### src/rtl/fsk_synth.sv
module fsk_synth #(
  parameter int CW = 16,
  parameter logic [8*CW-1:0] MARK_HALF  = {16'd5684, 16'd1746, 16'd1847, 16'd1847,
                                           16'd5684, 16'd5684, 16'd1705, 16'd1705},
  parameter logic [8*CW-1:0] SPACE_HALF = {16'd4926, 16'd2072, 16'd1008, 16'd1008,
                                           16'd4926, 16'd4926, 16'd1056, 16'd1056},
  parameter logic [8*CW-1:0] BAUD_HALF  = {16'd1847, 16'd924, 16'd231, 16'd115,
                                           16'd115, 16'd115, 16'd231, 16'd115}
) (
  input  logic       clk_i,
  input  logic       rst_i,
  input  logic       std_sel_i,
  input  logic [1:0] rate_sel_i,
  input  logic       tx_data_i,
  output logic       tone_o,
  output logic       baud_clk_o
);

  logic [2:0]    mode;
  logic [CW-1:0] tone_len, baud_len;
  logic [CW-1:0] tcnt, bcnt;

  assign mode     = {std_sel_i, rate_sel_i};
  assign tone_len = tx_data_i ? MARK_HALF[mode*CW +: CW] : SPACE_HALF[mode*CW +: CW];
  assign baud_len = BAUD_HALF[mode*CW +: CW];

  always_ff @(posedge clk_i) begin
    if (rst_i) begin
      tcnt   <= '0;
      tone_o <= 1'b0;
    end else if (tcnt == '0) begin
      tcnt   <= tone_len - 1'b1;
      tone_o <= ~tone_o;
    end else begin
      tcnt   <= tcnt - 1'b1;
    end
  end

  always_ff @(posedge clk_i) begin
    if (rst_i) begin
      bcnt       <= '0;
      baud_clk_o <= 1'b0;
    end else if (bcnt == '0) begin
      bcnt       <= baud_len - 1'b1;
      baud_clk_o <= ~baud_clk_o;
    end else begin
      bcnt       <= bcnt - 1'b1;
    end
  end

  a_r1_reset_low: assert property (@(posedge clk_i)
    $past(rst_i) |-> (!tone_o && !baud_clk_o));

  a_r7_tone_hold: assert property (@(posedge clk_i) disable iff (rst_i)
    (tcnt != '0) |=> $stable(tone_o));

  a_r7_baud_hold: assert property (@(posedge clk_i) disable iff (rst_i)
    (bcnt != '0) |=> $stable(baud_clk_o));

  a_r2_tone_toggle: assert property (@(posedge clk_i) disable iff (rst_i)
    (tcnt == '0) |=> (tone_o != $past(tone_o)));

  a_r4_no_midreload: assert property (@(posedge clk_i) disable iff (rst_i)
    (tcnt != '0) |=> (tcnt == $past(tcnt) - 1'b1));

  a_r5_baud_no_midreload: assert property (@(posedge clk_i) disable iff (rst_i)
    (bcnt != '0) |=> (bcnt == $past(bcnt) - 1'b1));

endmodule

### config.mk
export PLATFORM = sky130hd
export DESIGN_NAME = fsk_synth
export DESIGN_NICKNAME = d
export VERILOG_FILES = /design/src/rtl/fsk_synth.sv
export SDC_FILE = /design/constraint.sdc
export NUM_CORES = 1
export LEC_CHECK = 0
export BUFFER_PORTS_ARGS = -buffer_cell sky130_fd_sc_hd__buf_2
export CELL_PAD_IN_SITES_DETAIL_PLACEMENT = 1
export CELL_PAD_IN_SITES_GLOBAL_PLACEMENT = 2
export CORE_MARGIN = 3
export CORE_UTILIZATION = 34
export CTS_CLUSTER_SIZE = 40
export DETAILED_ROUTE_END_ITERATION = 8
export GPL_TIMING_DRIVEN = 0
export HOLD_SLACK_MARGIN = 0.08
export PLACE_DENSITY_LB_ADDON = 0.3
export SKIP_LAST_GASP = 1
export SYNTH_ARGS = -nofsm -noshare
export SYNTH_HDL_FRONTEND = slang
export SYNTH_SLANG_ARGS = --single-unit
### constraint.sdc
create_clock -name clk_i -period 2.9 [get_ports clk_i]
set_clock_uncertainty 0.2 [all_clocks]
set_input_delay 0.29 -clock clk_i [delete_from_list [all_inputs] [get_ports clk_i]]
set_output_delay 0.29 -clock clk_i [all_outputs]
set_load 0.1 [all_outputs]
==> After elaboration in Yosys (flattened, before gate mapping) <==
Index checks and enable logic that the tools add are counted.
{ "totals": {"input_bits": 6, "register_bits": 34} }
{ "classes": {"mux": 3, "n_shift": 3, "bitwise": 2, "reduce_logical": 2, "add_sub_neg": 4} }
{ "ops": {"columns": ["operator", "n"], "rows": [
  ["128-bit by 8-bit variable part select with 16-bit output, first input constant", 3],
  ["16-bit by 1-bit subtractor with 16-bit output, second input constant", 4],
  ["16-bit two-way mux", 3],
  ["16-bit zero test", 2],
  ["1-bit NOT", 2]
]} }

==> Logic depth before layout (Yosys ltp) <==
{ "depth": {"word_depth": 4, "mapped_depth": 12, "mapped_depth_nobuf": 11} }

==> Worst setup path after synthesis <==
OpenSTA, ideal clock, no wires.
{ "synth_path": {"path_kind": "register -> register", "from": "register tcnt[11]", "to": "register tcnt[8]", "path_slack_ps": -214, "stages_incl_launch_ff": 13, "required_ps": 2572, "arrival_ps": 2787, "cell_sequence": "dfxtp_1 > nor4_1 > and2_1 > clkbuf_1 > and2_1 > buf_4 > a21oi_1 > ha_1 > or3b_2 > nor3_1 > o211ai_1 > xnor2_1 > nor2_1"} }
{ "synth_between": {"elab_chain_cells": 2} }
{ "synth_lines": {"columns": ["element", "line", "source"], "rows": [
  ["start, declared", "21", "logic [CW-1:0] tcnt, bcnt;"],
  ["start signal, assigned", "32", "tcnt <= tone_len - 1'b1;"],
  ["start signal, assigned", "35", "tcnt <= tcnt - 1'b1;"],
  ["16-bit zero test", "31", "end else if (tcnt == '0) begin"],
  ["16-bit two-way mux", "31", null]
]} }
Every way passes these cells.
A chain may end at the register's enable or synchronous reset.

==> Worst setup path in the final report <==
{ "layout_path": {"from": "register bcnt[14]", "to": "register bcnt[8]"} }
{ "layout_between": {"elab_chain_cells": 2} }
{ "layout_lines": {"columns": ["element", "line", "source"], "rows": [
  ["start, declared", "21", null],
  ["start signal, assigned", "44", "bcnt <= baud_len - 1'b1;"],
  ["start signal, assigned", "47", "bcnt <= bcnt - 1'b1;"],
  ["16-bit zero test", "43", "end else if (bcnt == '0) begin"],
  ["16-bit two-way mux", "43", null]
]} }
Every way passes these cells.

==> flow_summary.toml <==
[final_layout]
final_cell_mix = "nor2_1, dfxtp_1, a21oi_1, nand2_1"
final_nets = 291
layout.filler_cells = 690
mostFrequentLayoutCell = "nor2_1"
drive_above_1_share_pct = 18.4
antennaDiodeCount = 0
area_delta_synth_final_pct = 15.8

[timing]
worst-slew-pin-transition_ps = 681
timing.final.crit_share_pct = 94.4
drv_slew = 0
fin_worst_hold_slack_ps = 247
setup_violations = 0
peak_freq_mhz = 365
grt_setup_unrepaired = "no"
finalCriticalPeriod_ps = 2740
worst_setup_margin_ps = 164
relSlewSlack_pct = 54.6
hold_viol_final = 0

[grt]
maximum_number_of_pins_on_one_net_before_global_route_repair = 11
grt_first_pass_wirelength_um = 10400
grt_antenna_before_repair = 0
first_global_vias = 1992
grt_remaining_overflow = 0
grt_usage_pct = 18.0

[logic_synthesis]
synthDistinctLibCells = 54
synth_enable_flop_cells = 0
yosysTopAreaCellShare_pct = 32.6
synth.yosys.warnings = 0
ys_ff_latch = 34
synth.net_count = 273
mappedNetlistArea_um2 = 2090
postSynth.topFlopCell = "dfxtp_1"
synthArstFlopShare_pct = 0
synth.top_cells.by_area = "dfxtp_1, ha_1, nor2_1, a21oi_1, xnor2_1"
post_synth.cell_area_avg_um2 = 8.18
synth_largest_area_cell = "dfxtp_1"
post_synth_inst_count = 255
sequential_area_share_after_synthesis_pct = 32.6

[place]
gp_congestion = 0.830
portBuffers = 6
place.detailed.hpwl_um = 4380
dp_slack_ps = -474

[power]
seq_power_share_pct = 27.0
p_switching_mw = 1.36
sw_frac_of_total_pct = 45.8
ir_drop_mv = 0.436
power_density_nw_per_um2 = 1230
power.internal_mw = 1.61
share_comb_of_total_power_pct = 61.3
leakagePower_nw = 0.924
clockPowerShare_pct = 11.7

[drt]
routed_wirelength_um = 6110
met2WireLength_um = 2860
routedLengthMet1_um = 3030
detail_route.first_pass.iterations = 4
count_of_nets_left_with_antenna_violations_after_detail_routing = 0
routed.top_layer = "met4"
drc = 0
drt_via_density = 5.67
vias = 1952
routed-wl-met3_um = 155
detail_route.iter0.violations = 69
wl_per_cell_um = 17.7

[run]
timing.max_cap.violations = 0

[floorplan]
floorplan.rows = 27
die_area_um2 = 7110
die_w_um = 84.3
fp.coreArea_um2 = 5710
io_pins = 8
floorplan.die.height_um = 84.3
initial_utilization_pct = 36.5

[worst_setup_path]
cp.arrival_ps = 2700
worst_r2r_path_depth = 10
critical_path.startpoint_type = "register"
setup.reg_to_reg.worst_slack_ps = 160
startpoint_of_the_most_critical_setup_path = "bcnt[14]"
critical_path_peak_fanout = 4
worst_setup_path_end_kind = "register"
setup.worst_path.class = "reg2reg"
worstPathRequired_ps = 2870
worst_r2r_startpoint = "bcnt[14]"
timing.rr.end = "bcnt[8]"

[clock_network]
clk-insertion-delay-late_ps = 280
path_clk_slew_ps = 70
cts_tree = "done"
clk_root_buffer_cell = "clkbuf_8"
cts_max_path_buffers = 2
ctsHtreeMaxLevel = 2
hold_buffers = 0
cts_made_buffers = 5
clock-sinks = 34

[run_status]
run_status = "completed"

[min_path]
worstHoldStart = "rst_i"
hold_path.class = "in2reg"
whs_path_depth = 2
holdPathEnd = "tcnt[0]"
metal layers:
metal | GRT usage (%) | vias up
li1 | - | 968
met1 | 25.7 | 955
met2 | 28.6 | 25
met3 | 3.24 | 4
met4 | 3.51 | 0
met5 | 0 | -
how the worst max path moves through the flow:
stage,to,depth (start not counted),slack [ps]
after global routing,tcnt[6],11,30
final,bcnt[8],10,160
after CTS,tcnt[14],11,2
after detailed placement,bcnt[8],12,-470
after global placement,bcnt[8],12,-480
after floorplan,tcnt[8],12,70
stage by stage:
stage | std cells | instance area [um^2] | power (mW) | utilization [%] | setup TNS (ps)
after floorplan | 255 | 2100 | 2.06 | - | 0
final | 344 | 2410 | 2.97 | 42.3 | 0
after detailed placement | 333 | 2220 | 2.44 | 38.8 | -3290
after global routing | 344 | 2410 | 3.24 | 42.3 | 0
after global placement | 333 | 2220 | 2.41 | 38.8 | -3240
after CTS | 343 | 2380 | 2.90 | 41.6 | 0
sequential cells by signal (all words and copies together), names as in the netlist:
| signal | cells |
|---|---|
| baud_clk_o | 1 |
| bcnt | 16 |
| tcnt | 16 |
| tone_o | 1 |
cells by family (layout without fill, tap and decap cells):
| family | after synthesis | in the layout | share of synthesized area [%] |
|---|---|---|---|
| multiplexers | 5 | 5 | 2.46 |
| XOR/XNOR | 15 | 15 | 6.30 |
| buffers and inverters | 21 | 38 | 4.08 |
| adder cells (fa/ha/maj) | 12 | 12 | 7.20 |
| AO/OA/AOI/OAI | 63 | 63 | 20.3 |
| flip-flops | 34 | 34 | 32.6 |
| AND/OR/NAND/NOR | 105 | 105 | 27.1 |
power groups by stage:
stage	registers, mW	logic (mW)	clock network [mW]
6_report	0.804	1.82	0.348
5_1_grt	0.834	2.03	0.383
4_1_cts	0.790	1.75	0.359
3_5_place_dp	0.804	1.63	0
3_3_place_gp	0.800	1.61	0
2_1_floorplan	0.817	1.24	0
what timing repair did:
| action | in CTS | in global routing |
|---|---|---|
| resized for setup | 13 | 11 |
| pin swaps | 3 | 6 |
| cloned | 0 | 0 |
| setup buffers | 5 | 4 |
| endpoints found under the setup margin | 12 | 10 |
worst max-delay path, cell delays in order, from the launching register on:
cell and delay [ps]:
dfxtp_2 340, or4_4 550, or2_4 290, nor3_4 230
nor2_1 70, ha_2 200, nor3b_4 160, nand3_1 150
or2_2 150, o41ai_1 60, o31a_1 230
cell usage after synthesis (all sizes together), types with 2 or more instances:
master and count:
nor4 5, xnor2 9, ha 12, a21o 2, or2 4, or4 3
or3 6, a21oi 18, nand2 14, nor2 33, xor2 6, nand3 11
mux2i 4, o31ai 5, and2 3, clkbuf 10, buf 3, o21ai 7
nand2b 3, nand4b 2, a211oi 4, dfxtp 34, inv 8, nor3 12
nor4b 4, a31oi 11, o31a 2
layout make-up:
| type | count | area (um^2) | area share [%] |
|---|---|---|---|
| inverter | 8 | 30.0 | 1.24 |
| buffer | 9 | 38.8 | 1.61 |
| sequential | 34 | 686 | 28.4 |
| timing repair buffer | 15 | 97.6 | 4.04 |
| tap | 72 | 90.1 | 3.73 |
| multi-input combinational | 200 | 1390 | 57.6 |
| clock buffer | 6 | 82.6 | 3.42 |
(Power assumes the default switching activity.)
